===== src/rtl/cfg_dma_pkg.sv =====
package cfg_dma_pkg;

  typedef enum logic [2:0] {
    S_IDLE,
    S_FETCH,
    S_COPY,
    S_CWAIT,
    S_WB
  } seq_state_e;

  localparam int CTRL_READ = 2;

endpackage


===== src/rtl/cfg_dma_cursor.sv =====
module cfg_dma_cursor #(
  parameter int OFF_W = 32
) (
  input  logic             clk,
  input  logic             rst,
  input  logic             clr_i,
  input  logic             inc_i,
  input  logic [OFF_W-1:0] size_i,
  output logic [OFF_W-1:0] off_o,
  output logic             avail_o
);

  logic [OFF_W-1:0] off_q;

  always_ff @(posedge clk) begin
    if (rst) begin
      off_q <= '0;
    end else if (clr_i) begin
      off_q <= '0;
    end else if (inc_i) begin
      off_q <= off_q + 1'b1;
    end
  end

  assign off_o   = off_q;
  assign avail_o = off_q < size_i;


  sel_clears_off_chk: assert property (@(posedge clk) disable iff (rst)
    clr_i |=> off_o == '0);


  off_advance_chk: assert property (@(posedge clk) disable iff (rst)
    (inc_i && !clr_i) |=> off_o == $past(off_o) + 1'b1);

endmodule


===== src/rtl/cfg_dma_regs.sv =====
module cfg_dma_regs #(
  parameter int ADDR_W = 64,
  parameter int SEL_W  = 16,
  parameter int RA_W   = 5
) (
  input  logic              clk,
  input  logic              rst,
  input  logic              reg_wr,
  input  logic              reg_rd,
  input  logic [RA_W-1:0]   reg_addr,
  input  logic [7:0]        reg_wdata,
  input  logic              busy_i,
  input  logic [7:0]        item_byte_i,
  input  logic              item_avail_i,
  output logic [7:0]        reg_rdata_o,
  output logic [SEL_W-1:0]  sel_o,
  output logic [ADDR_W-1:0] ptr_o,
  output logic              start_o,
  output logic              off_clr_o,
  output logic              off_inc_o
);

  localparam int DATA_B   = 8;
  localparam int SEL_B    = SEL_W / 8;
  localparam int PTR_B    = ADDR_W / 8;
  localparam int SEL_LO   = DATA_B;
  localparam int PTR_LO   = DATA_B + SEL_B;
  localparam int PTR_LAST = PTR_LO + PTR_B - 1;

  logic [ADDR_W-1:0] ptr_q;
  logic [SEL_W-1:0]  sel_q;
  logic              start_q;
  logic [7:0]        rdata_q;
  logic              hit_data;
  logic              hit_sel;

  assign hit_data = reg_addr < RA_W'(DATA_B);
  assign hit_sel  = (reg_addr >= RA_W'(SEL_LO)) && (reg_addr < RA_W'(PTR_LO));

  always_ff @(posedge clk) begin
    if (rst) begin
      ptr_q   <= '0;
      sel_q   <= '0;
      start_q <= 1'b0;
      rdata_q <= '0;
    end else begin
      start_q <= 1'b0;
      if (reg_wr) begin
        for (int k = 0; k < SEL_B; k++) begin
          if (reg_addr == RA_W'(SEL_LO + k)) begin
            sel_q[8*(SEL_B-1-k) +: 8] <= reg_wdata;
          end
        end
        if (!busy_i) begin
          for (int k = 0; k < PTR_B; k++) begin
            if (reg_addr == RA_W'(PTR_LO + k)) begin
              ptr_q[8*(PTR_B-1-k) +: 8] <= reg_wdata;
            end
          end
          if (reg_addr == RA_W'(PTR_LAST)) begin
            start_q <= 1'b1;
          end
        end
      end
      if (reg_rd && hit_data) begin
        rdata_q <= item_avail_i ? item_byte_i : 8'h00;
      end
    end
  end

  assign reg_rdata_o = rdata_q;
  assign sel_o       = sel_q;
  assign ptr_o       = ptr_q;
  assign start_o     = start_q;
  assign off_clr_o   = reg_wr && hit_sel;
  assign off_inc_o   = reg_rd && hit_data && item_avail_i;


  busy_no_start_chk: assert property (@(posedge clk) disable iff (rst)
    (busy_i && reg_wr) |=> !start_o);


  busy_ptr_hold_chk: assert property (@(posedge clk) disable iff (rst)
    busy_i |=> $stable(ptr_o));

endmodule


===== src/rtl/cfg_dma_seq.sv =====
module cfg_dma_seq
  import cfg_dma_pkg::*;
#(
  parameter int ADDR_W = 64,
  parameter int LEN_W  = 32,
  parameter int CTRL_W = 32
) (
  input  logic              clk,
  input  logic              rst,
  input  logic              start_i,
  input  logic [ADDR_W-1:0] ptr_i,
  input  logic [7:0]        item_byte_i,
  input  logic              item_avail_i,
  output logic              adv_o,
  output logic              busy_o,
  output logic              mem_req_o,
  output logic              mem_we_o,
  output logic [ADDR_W-1:0] mem_addr_o,
  output logic [7:0]        mem_wdata_o,
  input  logic [7:0]        mem_rdata_i,
  input  logic              mem_ack_i,
  input  logic              mem_err_i
);

  localparam int DESC_W = ADDR_W + LEN_W + CTRL_W;
  localparam int DESC_B = DESC_W / 8;
  localparam int CNT_W  = $clog2(DESC_B);

  seq_state_e        state;
  logic [CNT_W-1:0]  cnt;
  logic [ADDR_W-1:0] ptr_q;
  logic [DESC_W-9:0] shreg;
  logic [ADDR_W-1:0] tgt_q;
  logic [LEN_W-1:0]  len_q;
  logic              err_q;
  logic              req_q;
  logic              we_q;
  logic [ADDR_W-1:0] addr_q;
  logic [7:0]        wdata_q;

  logic [DESC_W-1:0] fetched;
  logic [DESC_W-1:0] wb_vec;
  logic [7:0]        wb_byte;
  logic [ADDR_W-1:0] rec_addr;
  logic              cnt_last;
  logic [ADDR_W-1:0] f_tgt;
  logic [LEN_W-1:0]  f_len;
  logic [CTRL_W-1:0] f_ctrl;

  assign fetched  = {shreg, mem_rdata_i};
  assign f_tgt    = fetched[DESC_W-1 -: ADDR_W];
  assign f_len    = fetched[LEN_W+CTRL_W-1 -: LEN_W];
  assign f_ctrl   = fetched[CTRL_W-1:0];
  assign wb_vec   = {tgt_q, len_q, {{(CTRL_W-1){1'b0}}, err_q}};
  assign rec_addr = ptr_q + {{(ADDR_W-CNT_W){1'b0}}, cnt};
  assign cnt_last = cnt == CNT_W'(DESC_B - 1);

  always_comb begin
    wb_byte = wb_vec[8*(DESC_B-1-int'(cnt)) +: 8];
  end

  always_ff @(posedge clk) begin
    if (rst) begin
      state   <= S_IDLE;
      cnt     <= '0;
      ptr_q   <= '0;
      shreg   <= '0;
      tgt_q   <= '0;
      len_q   <= '0;
      err_q   <= 1'b0;
      req_q   <= 1'b0;
      we_q    <= 1'b0;
      addr_q  <= '0;
      wdata_q <= '0;
    end else begin
      unique case (state)
        S_IDLE: begin
          if (start_i) begin
            ptr_q <= ptr_i;
            cnt   <= '0;
            err_q <= 1'b0;
            state <= S_FETCH;
          end
        end
        S_FETCH: begin
          if (!req_q) begin
            req_q  <= 1'b1;
            we_q   <= 1'b0;
            addr_q <= rec_addr;
          end else if (mem_ack_i) begin
            req_q <= 1'b0;
            if (mem_err_i) begin
              state <= S_IDLE;
            end else begin
              shreg <= fetched[DESC_W-9:0];
              cnt   <= cnt + 1'b1;
              if (cnt_last) begin
                tgt_q <= f_tgt;
                len_q <= f_len;
                if (f_ctrl != CTRL_W'(CTRL_READ)) begin
                  err_q <= 1'b1;
                  state <= S_WB;
                end else begin
                  state <= S_COPY;
                end
              end
            end
          end
        end
        S_COPY: begin
          if (len_q == '0) begin
            cnt   <= '0;
            state <= S_WB;
          end else if (!item_avail_i) begin
            err_q <= 1'b1;
            cnt   <= '0;
            state <= S_WB;
          end else if (tgt_q == '0) begin
            len_q <= len_q - 1'b1;
          end else begin
            req_q   <= 1'b1;
            we_q    <= 1'b1;
            addr_q  <= tgt_q;
            wdata_q <= item_byte_i;
            state   <= S_CWAIT;
          end
        end
        S_CWAIT: begin
          if (mem_ack_i) begin
            req_q <= 1'b0;
            if (mem_err_i) begin
              err_q <= 1'b1;
              cnt   <= '0;
              state <= S_WB;
            end else begin
              tgt_q <= tgt_q + 1'b1;
              len_q <= len_q - 1'b1;
              state <= S_COPY;
            end
          end
        end
        S_WB: begin
          if (!req_q) begin
            req_q   <= 1'b1;
            we_q    <= 1'b1;
            addr_q  <= rec_addr;
            wdata_q <= wb_byte;
          end else if (mem_ack_i) begin
            req_q <= 1'b0;
            cnt   <= cnt + 1'b1;
            if (cnt_last) begin
              state <= S_IDLE;
            end
          end
        end
        default: state <= S_IDLE;
      endcase
    end
  end

  assign adv_o = (state == S_COPY && len_q != '0 && item_avail_i && tgt_q == '0) ||
                 (state == S_CWAIT && mem_ack_i && !mem_err_i);
  assign busy_o      = state != S_IDLE;
  assign mem_req_o   = req_q;
  assign mem_we_o    = we_q;
  assign mem_addr_o  = addr_q;
  assign mem_wdata_o = wdata_q;


  req_hold_chk: assert property (@(posedge clk) disable iff (rst)
    (mem_req_o && !mem_ack_i) |=> (mem_req_o && $stable(mem_addr_o) && $stable(mem_we_o)));


  len_dec_chk: assert property (@(posedge clk) disable iff (rst)
    (state == S_CWAIT && mem_ack_i && !mem_err_i) |=> len_q == $past(len_q) - 1'b1);


  skip_no_write_chk: assert property (@(posedge clk) disable iff (rst)
    (state == S_CWAIT && mem_req_o) |-> mem_addr_o != '0);


  exhaust_stop_chk: assert property (@(posedge clk) disable iff (rst)
    (state == S_COPY && len_q != '0 && !item_avail_i) |=> (err_q && state == S_WB));


  start_idle_chk: assert property (@(posedge clk) disable iff (rst)
    start_i |-> state == S_IDLE);

endmodule


===== src/rtl/cfg_dma_engine.sv =====
module cfg_dma_engine #(
  parameter int ADDR_W = 64,
  parameter int LEN_W  = 32,
  parameter int CTRL_W = 32,
  parameter int SEL_W  = 16,
  parameter int OFF_W  = 32,
  parameter int RA_W   = 5
) (
  input  logic              clk,
  input  logic              rst,
  input  logic              reg_wr,
  input  logic              reg_rd,
  input  logic [RA_W-1:0]   reg_addr,
  input  logic [7:0]        reg_wdata,
  output logic [7:0]        reg_rdata,
  output logic              busy,
  output logic [SEL_W-1:0]  item_sel,
  output logic [OFF_W-1:0]  item_off,
  input  logic [7:0]        item_byte,
  input  logic [OFF_W-1:0]  item_size,
  output logic              mem_req,
  output logic              mem_we,
  output logic [ADDR_W-1:0] mem_addr,
  output logic [7:0]        mem_wdata,
  input  logic [7:0]        mem_rdata,
  input  logic              mem_ack,
  input  logic              mem_err
);

  logic [ADDR_W-1:0] ptr;
  logic              start;
  logic              off_clr;
  logic              rd_inc;
  logic              dma_inc;
  logic              avail;
  logic              seq_busy;

  assign busy = seq_busy | start;

  cfg_dma_regs #(
    .ADDR_W (ADDR_W),
    .SEL_W  (SEL_W),
    .RA_W   (RA_W)
  ) u_regs (
    .clk          (clk),
    .rst          (rst),
    .reg_wr       (reg_wr),
    .reg_rd       (reg_rd),
    .reg_addr     (reg_addr),
    .reg_wdata    (reg_wdata),
    .busy_i       (busy),
    .item_byte_i  (item_byte),
    .item_avail_i (avail),
    .reg_rdata_o  (reg_rdata),
    .sel_o        (item_sel),
    .ptr_o        (ptr),
    .start_o      (start),
    .off_clr_o    (off_clr),
    .off_inc_o    (rd_inc)
  );

  cfg_dma_cursor #(
    .OFF_W (OFF_W)
  ) u_cursor (
    .clk     (clk),
    .rst     (rst),
    .clr_i   (off_clr),
    .inc_i   (rd_inc | dma_inc),
    .size_i  (item_size),
    .off_o   (item_off),
    .avail_o (avail)
  );

  cfg_dma_seq #(
    .ADDR_W (ADDR_W),
    .LEN_W  (LEN_W),
    .CTRL_W (CTRL_W)
  ) u_seq (
    .clk          (clk),
    .rst          (rst),
    .start_i      (start),
    .ptr_i        (ptr),
    .item_byte_i  (item_byte),
    .item_avail_i (avail),
    .adv_o        (dma_inc),
    .busy_o       (seq_busy),
    .mem_req_o    (mem_req),
    .mem_we_o     (mem_we),
    .mem_addr_o   (mem_addr),
    .mem_wdata_o  (mem_wdata),
    .mem_rdata_i  (mem_rdata),
    .mem_ack_i    (mem_ack),
    .mem_err_i    (mem_err)
  );

endmodule


===== config.mk =====
export PLATFORM = sky130hd
export DESIGN_NAME = cfg_dma_engine
export DESIGN_NICKNAME = d
export VERILOG_FILES = /design/src/rtl/cfg_dma_pkg.sv /design/src/rtl/cfg_dma_cursor.sv /design/src/rtl/cfg_dma_regs.sv /design/src/rtl/cfg_dma_seq.sv /design/src/rtl/cfg_dma_engine.sv
export SDC_FILE = /design/constraint.sdc
export NUM_CORES = 1
export LEC_CHECK = 0
export ABC_CLOCK_PERIOD_IN_PS = 9430
export BUFFER_PORTS_ARGS = -buffer_cell sky130_fd_sc_hd__buf_4
export CORE_MARGIN = 2
export CORE_UTILIZATION = 40
export CTS_CLUSTER_DIAMETER = 40
export DETAILED_ROUTE_END_ITERATION = 7
export SLEW_MARGIN = 20
export SYNTH_ARGS = -nofsm -noshare
export SYNTH_HDL_FRONTEND = slang
export SYNTH_HIERARCHICAL = 1
export SYNTH_SLANG_ARGS = --single-unit

===== constraint.sdc =====
create_clock -name clk -period 9.43 [get_ports clk]
set_input_delay 1.4145 -clock clk [delete_from_list [all_inputs] [get_ports clk]]
set_output_delay 1.4145 -clock clk [all_outputs]
set_load 0.1 [all_outputs]

======== Yosys cells after proc, flatten, opt, wreduce, memory -nomap -nowiden ========
Cells that the tools add are included.
word-level totals
  bits in registers ....................... 483
  input port bits ......................... 67
  output and inout bits ................... 131
  logic and storage cells ................. 203
cells by class
  $add $sub $neg .......................... 6
  $lt $le $gt $ge ......................... 4
  equality and inequality tests ........... 39
  shift operators ......................... 1
  mux-type cells .......................... 76
  bitwise gates (word level) .............. 5
  reductions and logical operators ........ 48
operators by type and width
  kind                                                    number
  two-way mux 64 bit                                      10
  two-way mux 32 bit                                      9
  one-hot mux 64 bit (2 select lines)                     2
  variable part select 128 x 32 -> 8 bit                  1
  one-hot mux 32 bit (3 select lines)                     1
  adder 64 x 1 -> 64 bit, second input constant           1
  adder 64 x 4 -> 64 bit                                  1
  zero test 64 bit                                        1
  two-way mux 3 bit                                       14
  == test 5 x 4 -> 1 bit, second input constant           8
  two-way mux 4 bit                                       10
  two-way mux 8 bit                                       5
  adder 32 x 1 -> 32 bit, second input constant           1
  zero test 32 bit                                        1
  < comparator 32 bit                                     1
  inequality test 32 x 2 -> 1 bit, second input constant  1
  nonzero test 32 bit                                     1
  subtractor 32 x 1 -> 32 bit, second input constant      1
  inequality test 2 bit, second input constant            15
  AND reduction 3 bit                                     8
  one-hot mux 4 bit (5 select lines)                      1
  AND reduction 10 bit                                    2
  two-way mux 1 bit                                       19
  one-hot mux 8 bit (2 select lines)                      1
  other kinds (34)                                        64

======== Depth between registers and ports, before layout ========
  word-level depth ........................ 7
  mapped depth ............................ 21

======== Modules after synthesis ========
Netlist, hierarchy kept.
modules (own cells, without submodules)
  module          instances  cells an instance  area an instance (um^2)
  cfg_dma_seq     1          2,496              18,860.6
  cfg_dma_regs    1          328                3,540.9
  cfg_dma_cursor  1          265                2,190.9
  cfg_dma_engine  1          2                  12.5

======== Worst setup path after synthesis ========
OpenSTA, ideal clock, no wires.
  path kind ............................... input port to flip-flop
  from .................................... in item_size[1]
  to ...................................... reg u_cursor.off_q[31] (netlist: u_cursor/off_o[31])
  setup time .............................. 70 ps
  arrival ................................. 5,371 ps
  data required time ...................... 9,360 ps
  path slack .............................. 3,990 ps
  stages on the path ...................... 20
  path buffers ............................ 4
  path through ............................ inv_1 -> ha_1 -> a2111oi_0 -> nor4b_1 -> or4_1 -> a21oi_1 -> o31a_1 -> clkbuf_1 -> nand2b_1 -> clkbuf_1 -> nand2_1 -> buf_2 -> nor2_1 -> or2_1 -> and4_1 -> and4_1 -> buf_2 -> nand3_2 -> or3_1 -> a21oi_1
between the ends
  word-level cells in the longest chain between the ends .. 5
  elaborated cells between the ends (all ways) .. 6
RTL lines
  element                          RTL line              RTL
  start, declared                  cfg_dma_engine.sv:20  input logic [OFF_W-1:0] item_size,
  < comparator 32 bit              cfg_dma_cursor.sv:26  assign avail_o = off_q < size_i;
  net avail                        cfg_dma_engine.sv:35  logic avail;
  logical AND 1 bit (2 in series)  cfg_dma_seq.sv:161    assign adv_o = (state == S_COPY && len_q != '0 && item_avail_i && tgt_q == '0) ||
  logical OR 1 bit                 cfg_dma_seq.sv:161
  net dma_inc                      cfg_dma_engine.sv:34  logic dma_inc;
  OR 1 bit                         cfg_dma_engine.sv:68  .inc_i (rd_inc | dma_inc),
  end signal, assigned             cfg_dma_cursor.sv:21  off_q <= off_q + 1'b1;
  end, declared                    cfg_dma_cursor.sv:13  logic [OFF_W-1:0] off_q;
The timed path passes the listed nets, and every way through them passes these cells.
A chain may end at the register's enable or synchronous reset.

======== Worst setup path in the final report ========
Same ends and word-level chain as after synthesis.

==> reports/metrics.cfg <==
[status]
outcome=finished, final reports clean

[grt]
antenna_found_initial=1
gr-total-overflow=0
grt_usage_pct=25.4
grt_pass1_vias=23000
grt_pass1_wl_mm=130
grt_max_degree=123

[route]
wl_per_cell_um=20.6
vias_per_cell=5.98
finalWirelength_mm=82.5
drtIter0Drc=2167
vias=23900
first_pass_iters=6
ant_nets=0
drc=0

[cts]
cts_tree=done
post_cts_resized=0
cts_sinks=483
insertion_delay_ns=0.63
cts_buffer_depth=3
cts-root-buf=clkbuf_16
cts.clk_slew.worst_paths_ns=0.06
htree_levels=3
postCtsHoldBufs=0
numCtsBuffers=80
cts_setup_buffers=0

[timing]
finalSetupTns_ns=0
worst_pin_slew_ns=1.06
skew_ns=0.0521
hold_viol=0
slew_viol_final=0
setup_ws_ns=3.01
setup_violations=0
timing.final.crit_share_pct=68.1
slew_headroom_pct=29.0
clock.fmax_ghz=0.156
min_period_ns=6.42
grt_setup_unrepaired=no
holdWs_ns=0.449

[cells_and_area]
instances_no_fill=3995
antenna_cells=0
post_route_cells_drive_above_1_share_pct=13.9
nets=3259
final_cell_mix=608 x nand2_1, 483 x dfxtp_1, 313 x a21oi_1
layout_commonest_cell=nand2_1
area_delta_synth_final_pct=18.3

[power_and_ir_drop]
switching_share_pct=23.2
max-vdd-ir-drop_mv=0.167
power.switching_w=0.00119
p_leak_nw=10.5
p_int_w=0.00394
pwr-share-comb_pct=2.6
p_clk_share_pct=57.3
power_density_nw_per_um2=176
seqPwrFrac_pct=40.0

[hold_path]
whs_endpoint=u_seq/ptr_q[31]
holdPathStages=2
min-delay-start=u_regs/ptr_o[31]
hold_class=flop to flop

[setup_path]
r2r_start=u_cursor/off_o[1]
cpMaxStageDelayCell=nand2_1
r2r_setup_slack_ns=3.42
endpoint_kind=flop
path_cells=buf_4 -> inv_1 -> ha_1 -> a2111oi_0 -> nor4b_1 -> or4_1 -> a21oi_1 -> buf_4 -> o31a_1 -> nand2b_1 -> nand2_1 -> nor2_1 -> or2_1 -> and4_1 -> and4_1 -> nand3_2 -> or3_1 -> a21oi_1
required_ns=9.96
r2r_end=u_cursor/off_o[31]
crit_type=input pin to flop
ff2ff_path_depth=16
worst_path_largest_cell_delay_ns=0.68
startpoint_type=input pin
arrival_ns=6.95
cp_max_fo=17

[logic_synthesis]
yosys_warnings=6
synthesis.nets=3200
synth.top_cell.area_share_pct=39.3
async_flop_share_pct=0
yosys-top-cells-area=dfxtp_1 39%, nand2_1 9.3%, a21oi_1 6.4%
syn_area_um2=24600
syn_inst=3091
synthFlopType=dfxtp_1
ys_types=89
synth_seq_cells=483
syn_avg_cell_area_um2=7.96
yosys.area.top_type=dfxtp_1
seq_area_frac_synth_pct=39.3
synth_edf_count=0

[die]
die_h_um=252
row_count=90
top_level_ports=198
core_area_um2=60600
dieWidth_um=252
initial_core_util_pct=40.6
fp.dieArea_um2=63500

[run]
max_cap_viol_count=0

[placement]
dpl.hpwl_mm=56.4
portBuffers=197
dp_cells=3850
gp_congestion=0.916
dpl_worst_slack_ns=2.53

registers in the layout, summed over array words and instances (netlist names), 16 cells and up:
register,flops
u_seq/shreg,120
u_regs/ptr_o,64
u_seq/mem_addr_o,64
u_seq/ptr_q,64
u_seq/tgt_q,64
u_cursor/off_o,32
u_seq/len_q,32
u_regs/sel_o,16
layout make-up:
cell class              instances  area, um^2
fillers                      5942       31500
multi-input cells            2297       13800
flip-flops and latches        483        9670
clock buffers                  97        2150
repair buffers                227        1710
well taps                     782         978
clock inverters                48         582
inverters                      61         229
metal layers:
layer	global-route usage (%)	share of wire, %
met5	0	0
met4	10.7	3.8
met3	4.16	6.8
met2	41.1	46
met1	33.6	43
power groups by stage:
stage	registers [W]	clock network, W	logic (W)
final	0.00205	0.00294	0.000135
after floorplan	0.00211	0	0.0000682
after global placement	0.00209	0	0.000132
after global routing	0.00205	0.00309	0.000145
after CTS	0.00205	0.00299	0.000135
after detailed placement	0.00209	0	0.000135
kinds of logic after synthesis:
group | count (synthesis) | share of synthesized area (%)
mux | 126 | 6.35
buf+inv | 311 | 5.03
simple gates | 1325 | 25.9
compound gates | 744 | 19.1
fa+ha+maj | 42 | 2.17
xor+xnor | 60 | 2.14
flops | 483 | 39.3
synthesized netlist by cell type (all sizes together), types with 7 or more instances:
cell type / number
a211o: 15
a211oi: 38
a21o: 15
a21oi: 313
a22oi: 18
a311o: 9
a311oi: 23
a31o: 13
a31oi: 25
a32o: 9
and2: 22
and3: 29
and4: 21
buf: 41
clkbuf: 209
dfxtp: 483
ha: 41
inv: 61
mux2i: 102
mux4: 24
nand2: 619
nand2b: 95
nand3: 87
nand4: 66
nor2: 180
nor3: 57
nor3b: 9
nor4: 62
nor4b: 9
o211ai: 19
o21a: 7
o21ai: 106
o221ai: 7
o22ai: 18
o311ai: 16
o31ai: 41
o32ai: 7
o41ai: 8
or3: 19
or4: 24
xnor2: 31
xor2: 29
how the worst max path moves through the flow:
stage,from,endpoint,depth (start not counted)
6_report,item_size[1],u_cursor/off_o[31],18
4_1_cts,item_size[1],u_cursor/off_o[31],18
3_5_place_dp,item_size[1],u_cursor/off_o[31],18
5_1_grt,item_size[1],u_cursor/off_o[31],18
2_1_floorplan,item_size[1],u_cursor/off_o[31],20
3_3_place_gp,item_size[1],u_cursor/off_o[31],18
critical path: cells and delay by family:
kind / cells / cell delay [ns]
AND/OR/NAND/NOR: 10 / 3.72
adder cells (fa/ha/maj): 1 / 0.27
buffers and inverters: 3 / 0.34
AO/OA/AOI/OAI: 4 / 1.21
stage by stage:
| step | instance area [um^2] | total power (W) | utilization (%) |
|---|---|---|---|
| floorplan | 24600 | 0.00218 | - |
| global placement | 26400 | 0.00223 | 43.5 |
| detailed placement | 26400 | 0.00223 | 43.5 |
| CTS | 29100 | 0.00518 | 48.0 |
| global route | 29100 | 0.00528 | 48.0 |
| finish | 29100 | 0.00512 | 48.0 |
(Power assumes the default switching activity.)
